File: src/rtl/dma_casc_pkg.sv
package dma_casc_pkg;

   typedef struct packed {
      logic rot;
      logic dis;
   } grp_cfg_t;

   localparam grp_cfg_t CFG_RESET = '{rot: 1'b0, dis: 1'b0};

endpackage

File: src/rtl/dma_grp_cfg.sv
module dma_grp_cfg
   import dma_casc_pkg::*;
#(
   parameter int unsigned CMD_W    = 8,
   parameter int unsigned MODE_BIT = 4,
   parameter int unsigned DIS_BIT  = 2
) (
   input  logic             clk,
   input  logic             rst_n,
   input  logic             wr_i,
   input  logic [CMD_W-1:0] data_i,
   output grp_cfg_t         cfg_o
);

   initial begin
      assert (MODE_BIT < CMD_W && DIS_BIT < CMD_W) else $error("command field outside byte");
      assert (MODE_BIT != DIS_BIT) else $error("command fields overlap");
   end

   grp_cfg_t cfg_q;

   // reserved bits are folded away so they touch nothing
   logic unused_rsvd;
   assign unused_rsvd = ^data_i;

   always_ff @(posedge clk or negedge rst_n) begin
      if (!rst_n) begin
         cfg_q <= CFG_RESET;
      end else if (wr_i) begin
         cfg_q.rot <= data_i[MODE_BIT];
         cfg_q.dis <= data_i[DIS_BIT];
      end
   end

   assign cfg_o = cfg_q;

endmodule

File: src/rtl/dma_grp_arb.sv
module dma_grp_arb #(
   parameter  int unsigned N  = 4,
   localparam int unsigned IW = $clog2(N)
) (
   input  logic          clk,
   input  logic          rst_n,
   input  logic          rot_i,
   input  logic [N-1:0]  pend_i,
   input  logic [N-1:0]  done_i,
   output logic [N-1:0]  gnt_o,
   output logic [IW-1:0] idx_o,
   output logic          vld_o
);

   initial begin
      assert (N >= 2 && (1 << IW) == N) else $error("group size must be a power of two");
   end

   logic          busy_q;
   logic [IW-1:0] idx_q;
   logic [IW-1:0] ptr_q;
   logic          found;
   logic [IW-1:0] win;
   logic          release_now;

   // candidate order: fixed starts at 0, rotating starts after the pointer
   logic [N-1:0][IW-1:0] cand;
   genvar k;
   generate
      for (k = 0; k < N; k++) begin : g_cand
         assign cand[k] = rot_i ? IW'(int'(ptr_q) + k + 1) : IW'(k);
      end
   endgenerate

   always_comb begin
      found = 1'b0;
      win   = '0;
      for (int j = 0; j < N; j++) begin
         if (!found && pend_i[cand[j]]) begin
            found = 1'b1;
            win   = cand[j];
         end
      end
   end

   assign release_now = busy_q && (!pend_i[idx_q] || done_i[idx_q]);

   always_ff @(posedge clk or negedge rst_n) begin
      if (!rst_n) begin
         busy_q <= 1'b0;
         idx_q  <= '0;
         ptr_q  <= IW'(N - 1);
      end else if (busy_q) begin
         if (release_now) begin
            busy_q <= 1'b0;
         end
      end else if (found) begin
         busy_q <= 1'b1;
         idx_q  <= win;
         ptr_q  <= win;
      end
   end

   genvar c;
   generate
      for (c = 0; c < N; c++) begin : g_onehot
         assign gnt_o[c] = busy_q && (idx_q == IW'(c));
      end
   endgenerate

   assign idx_o = idx_q;
   assign vld_o = busy_q;

endmodule

File: src/rtl/dma_grp_stat.sv
module dma_grp_stat #(
   parameter int unsigned N       = 4,
   parameter logic [N-1:0] TC_MASK = '1
) (
   input  logic           clk,
   input  logic           rst_n,
   input  logic           rd_i,
   input  logic [N-1:0]   req_i,
   input  logic [N-1:0]   tc_i,
   output logic [2*N-1:0] stat_o
);

   logic [N-1:0] tc_q;

   always_ff @(posedge clk or negedge rst_n) begin
      if (!rst_n) begin
         tc_q <= '0;
      end else begin
         tc_q <= tc_i | (tc_q & {N{~rd_i}});
      end
   end

   assign stat_o = {req_i, tc_q & TC_MASK};

endmodule

File: src/rtl/dma_casc_arb.sv
module dma_casc_arb
   import dma_casc_pkg::*;
#(
   parameter  int unsigned GRP_CH   = 4,
   parameter  int unsigned CMD_W    = 8,
   parameter  int unsigned MODE_BIT = 4,
   parameter  int unsigned DIS_BIT  = 2,
   localparam int unsigned IW       = $clog2(GRP_CH),
   localparam int unsigned ALL_CH   = 2 * GRP_CH,
   localparam int unsigned CH_W     = IW + 1
) (
   input  logic              clk,
   input  logic              rst_n,
   input  logic              cmd_wr_lo,
   input  logic              cmd_wr_hi,
   input  logic [CMD_W-1:0]  cmd_data,
   input  logic              stat_rd_lo,
   input  logic              stat_rd_hi,
   input  logic [ALL_CH-1:0] hw_req,
   input  logic [ALL_CH-1:0] sw_req,
   input  logic [ALL_CH-1:0] tc_pulse,
   output logic [GRP_CH-1:0] grant_lo,
   output logic [GRP_CH-1:0] grant_hi,
   output logic [ALL_CH-1:0] stat_lo,
   output logic [ALL_CH-1:0] stat_hi,
   output logic              act_valid,
   output logic [CH_W-1:0]   act_chan
);

   initial begin
      assert (GRP_CH >= 2) else $error("group too small");
      assert (ALL_CH <= CMD_W) else $error("status does not fit the register width");
   end

   // index 0 is the lower group, index 1 the upper group
   logic [ALL_CH-1:0]            req;
   grp_cfg_t                     cfg    [2];
   logic [1:0]                   wr_s;
   logic [1:0]                   rd_s;
   logic [1:0][GRP_CH-1:0]       pend;
   logic [1:0][GRP_CH-1:0]       done;
   logic [1:0][GRP_CH-1:0]       st_req;
   logic [1:0][GRP_CH-1:0]       st_tc;
   logic [1:0][GRP_CH-1:0]       gnt;
   logic [1:0][IW-1:0]           idx;
   logic [1:0]                   vld;
   logic [1:0][ALL_CH-1:0]       stat;
   logic                         en_hi;
   logic                         en_lo;
   logic                         casc_req;

   assign req  = hw_req | sw_req;
   assign wr_s = {cmd_wr_hi, cmd_wr_lo};
   assign rd_s = {stat_rd_hi, stat_rd_lo};

   assign en_hi    = ~cfg[1].dis;
   assign en_lo    = en_hi & ~cfg[0].dis;
   assign pend[0]  = req[GRP_CH-1:0] & {GRP_CH{en_lo}};
   assign casc_req = |pend[0];
   assign pend[1]  = {req[ALL_CH-1:GRP_CH+1], casc_req} & {GRP_CH{en_hi}};

   assign done[0]  = tc_pulse[GRP_CH-1:0];
   assign done[1]  = {tc_pulse[ALL_CH-1:GRP_CH+1], 1'b0};

   assign st_req[0] = req[GRP_CH-1:0];
   assign st_req[1] = {req[ALL_CH-1:GRP_CH+1], |req[GRP_CH-1:0]};
   assign st_tc[0]  = tc_pulse[GRP_CH-1:0];
   assign st_tc[1]  = tc_pulse[ALL_CH-1:GRP_CH];

   genvar g;
   generate
      for (g = 0; g < 2; g++) begin : g_grp
         localparam logic [GRP_CH-1:0] MASK = (g == 1) ? ~GRP_CH'(1) : '1;

         dma_grp_cfg #(
            .CMD_W   (CMD_W),
            .MODE_BIT(MODE_BIT),
            .DIS_BIT (DIS_BIT)
         ) u_cfg (
            .clk   (clk),
            .rst_n (rst_n),
            .wr_i  (wr_s[g]),
            .data_i(cmd_data),
            .cfg_o (cfg[g])
         );

         dma_grp_arb #(
            .N(GRP_CH)
         ) u_arb (
            .clk   (clk),
            .rst_n (rst_n),
            .rot_i (cfg[g].rot),
            .pend_i(pend[g]),
            .done_i(done[g]),
            .gnt_o (gnt[g]),
            .idx_o (idx[g]),
            .vld_o (vld[g])
         );

         dma_grp_stat #(
            .N      (GRP_CH),
            .TC_MASK(MASK)
         ) u_stat (
            .clk   (clk),
            .rst_n (rst_n),
            .rd_i  (rd_s[g]),
            .req_i (st_req[g]),
            .tc_i  (st_tc[g]),
            .stat_o(stat[g])
         );
      end
   endgenerate

   assign grant_lo = gnt[0];
   assign grant_hi = gnt[1];
   assign stat_lo  = stat[0];
   assign stat_hi  = stat[1];

   // the cascade slot passes the lower winner through
   always_comb begin
      act_valid = 1'b0;
      act_chan  = '0;
      if (vld[1]) begin
         if (idx[1] != '0) begin
            act_valid = 1'b1;
            act_chan  = {1'b1, idx[1]};
         end else if (vld[0]) begin
            act_valid = 1'b1;
            act_chan  = {1'b0, idx[0]};
         end
      end
   end

endmodule

File: config.mk
export PLATFORM = sky130hd
export DESIGN_NAME = dma_casc_arb
export DESIGN_NICKNAME = d
export VERILOG_FILES = /design/src/rtl/dma_casc_pkg.sv /design/src/rtl/dma_grp_cfg.sv /design/src/rtl/dma_grp_arb.sv /design/src/rtl/dma_grp_stat.sv /design/src/rtl/dma_casc_arb.sv
export SDC_FILE = /design/constraint.sdc
export NUM_CORES = 1
export LEC_CHECK = 0
export BUFFER_PORTS_ARGS = -buffer_cell sky130_fd_sc_hd__buf_4
export CAP_MARGIN = 20
export CORE_UTILIZATION = 52
export DETAILED_ROUTE_END_ITERATION = 8
export GPL_TIMING_DRIVEN = 0
export HOLD_SLACK_MARGIN = 0.12
export PLACE_DENSITY = 0.85
export SLEW_MARGIN = 20
export SYNTH_ARGS = -nofsm -noshare
export SYNTH_HDL_FRONTEND = slang
export SYNTH_SLANG_ARGS = --single-unit
File: constraint.sdc
create_clock -name clk -period 5.47 [get_ports clk]
set_input_delay 0.547 -clock clk [delete_from_list [all_inputs] [get_ports clk]]
set_output_delay 0.547 -clock clk [all_outputs]
set_load 0.1 [all_outputs]
==> reports/results.txt <==
Grt ovf - 0
Max-slew violations - 0
Final WL - 3988 um
Total clock buffers created by CTS - 3
Post-Synthesis Cells - 195
Tmin final - 2.183 ns
R2r worst-path depth - 6
Slew Limit Headroom - 0.6017
Max Root-Sink Buffers - 2
Most used cell, CP - buf_4
Clk_skew - 0.01154 ns
Outcome - finished clean
Post-synthesis sequential area ratio - 0.3227
Setup crit end kind - output pin
Number of synthesized flops with an enable pin - 0
Starting Density - 0.5430
Yosys reg bits - 21
Placement Setup Slack - 3.241 ns
Inst Count DP - 294
Crit path max fanout - 9
Total negative slack - 0 ns
H-tree depth - 1
Fin nets - 294
Worst Slack Setup Final - 3.287 ns
Final period utilization - 0.3990
Port Buffers - 55
Initial antenna violation count - 0
Sink Count - 21
Synth cell types - 51
DRC marker count from the first detailed-route iteration - 62
Worst-path cell chain - buf_4 > nor2_1 > inv_1 > buf_4
Worst setup path class - input port to output pin
Synth async-reset ratio - 1.000
Worst hold stages - 2
Actual slew at the worst max-slew pin - 0.5953 ns
Clock root cell - clkbuf_4
CP peak stage delay - 0.47 ns
Area delta synth->final - 30.75%
Share of post-route cells with drive strength above 1 - 0.3412
Num rows - 20
Post-DRT Antenna Nets - 0
CP Data Required Time - 4.92 ns
WP buf/inv - 3
Via count - 1700
Cell Area, Synth - 1644 um2
# setup viols final - 0
TritonCTS clock tree - built
Leak - 0.9752 nW
Metal3 WL - 275 um
DRC Markers - 0
Clock slew at reported path FFs - 0.11 ns
Via density - 5.686
Max Fclk - 458.1 MHz
Critical path depth - 4
Power per cell area - 492.3 nW/um2
RSZ-0062 raised after global routing - no
M1 wire length - 1818 um
CP startpoint kind - input port
Warnings, synthesis - 0
Uppermost layer routed - met4
CP max stage cell - nor2_1
Syn Area/Cell - 8.431 um2
Core Area - 3028 um2
Wire per inst - 13.34 um
MaxCap Viol Count - 0
Diodes inserted - 0
Peak VDD IR - 319.0 uV
Final hold vios - 0
Finished Layout Cells - 299
Syn Nets - 233
First-pass GRT wire length - 6693 um
Clock network latency to the later pin of the worst-skew pair - 0.31 ns
Placer Congestion - 0.9134
HP Class - input port to flip-flop
Post-CTS Setup Bufs - 0
Die height - 58.23 um
Vias in the first global route - 1515
Minimum hold slack - 0.4233 ns
Die ar. - 3391 um2
Total power after layout - 1.058 mW
Die W - 58.23 um
Gr usage total - 0.2513
Largest net degree at the start of global routing - 22
Delay-heaviest family, CP - buffers and inverters
First-pass DRT Iterations - 4
Main flop type after synthesis - dfrtp_1
HPWL Detailed - 3087 um
CTS resizes - 0
IO Pins - 66
Arr. time, crit path - 1.64 ns
WL met2 - 1858 um
==> path summary, 6_finish.rpt <==
kind	startpoint	end	slack, ns
setup / recovery	sw_req[2]	stat_lo[6]	3.29
hold / removal	tc_pulse[0]	g_grp[0].u_stat.tc_q[0]	0.42
setup reg to reg	g_grp[0].u_arb.ptr_q[0]	g_grp[0].u_arb.idx_o[1]	3.50
hold reg to reg	g_grp[0].u_stat.tc_q[2]	g_grp[0].u_stat.tc_q[2]	0.49
max in group asynchronous	rst_n	g_grp[0].u_arb.ptr_q[0]	4.55
min in group asynchronous	rst_n	g_grp[1].u_arb.idx_o[1]	0.64
==> synth_stat cells, types with 5 or more instances <==
library cell | number | share of area
nor2_1 | 28 | 0.064
dfrtp_1 | 17 | 0.26
inv_1 | 11 | 0.025
a21o_1 | 10 | 0.046
a21oi_1 | 8 | 0.024
nand2_1 | 7 | 0.016
o21ai_0 | 7 | 0.021
a211oi_1 | 6 | 0.027
a31oi_1 | 6 | 0.023
clkbuf_1 | 6 | 0.014
mux2_2 | 5 | 0.034
nand2b_1 | 5 | 0.019
nor3_1 | 5 | 0.015
==> what timing repair did <==
action,in CTS,in global routing
hold buffers,1,0
endpoints found under the setup margin,0,0
endpoints found under the hold margin,17,0
==> cell usage in the layout, fill, tap and decap left out, drive strengths merged, types with 3 or more instances in the layout <==
| cell | count |
|---|---|
| buf | 63 |
| nor2 | 29 |
| dfrtp | 17 |
| inv | 11 |
| a21o | 10 |
| clkbuf | 9 |
| a21oi | 8 |
| nand2 | 8 |
| o21ai | 8 |
| a31oi | 6 |
| a211oi | 6 |
| nor3 | 5 |
| nand2b | 5 |
| mux2 | 5 |
| nor2b | 4 |
| nand3 | 4 |
| o22ai | 4 |
| dfstp | 4 |
| a31o | 4 |
| and3 | 3 |
| a221o | 3 |
| o21bai | 3 |
| or3 | 3 |
==> per-stage QoR <==
stage	instance area (um2)	util
6_report	2150	0.7099
5_1_grt	2150	0.7099
4_1_cts	2150	0.7099
3_5_place_dp	2112	0.6975
3_3_place_gp	2112	0.6975
2_1_floorplan	1644	-
==> kinds of logic after synthesis <==
| family | after synthesis | share of synthesized area |
|---|---|---|
| simple gates | 71 | 0.2222 |
| compound gates | 67 | 0.3021 |
| buf+inv | 25 | 0.07991 |
| flops | 21 | 0.3227 |
| mux | 8 | 0.06012 |
| xor+xnor | 2 | 0.01066 |
| other cells | 1 | 0.002281 |
==> per-layer routing <==
layer	vias to the layer above	GRT usage
met2	67	0.4056
li1	836	-
met3	4	0.05357
met5	-	0
met4	0	0.04762
met1	793	0.3502
==> power by group <==
| part | switching (mW) | internal [mW] | total [mW] |
|---|---|---|---|
| registers | 0.0329 | 0.208 | 0.241 |
| clock network | 0.0492 | 0.0273 | 0.0766 |
| logic | 0.525 | 0.216 | 0.740 |
==> registers in the layout, indices dropped and copies added, names as in the netlist <==
signal and count:
g_grp.u_stat.tc_q 7, g_grp.u_arb.idx_o 4, g_grp.u_arb.ptr_q 4, g_grp.u_cfg.cfg_o 4, g_grp.u_arb.vld_o 2
==> layout make-up <==
class	instances	area, um2
sequential	21	530.5
clock inverter	1	5.005
inverter	11	41.29
fill	259	878.3
buffer	14	90.09
tap	44	55.05
multi-input combinational	149	982.2
clock buffer	3	22.52
timing repair buffer	56	422.9
No activity file was read; power rests on OpenSTA's default activity.
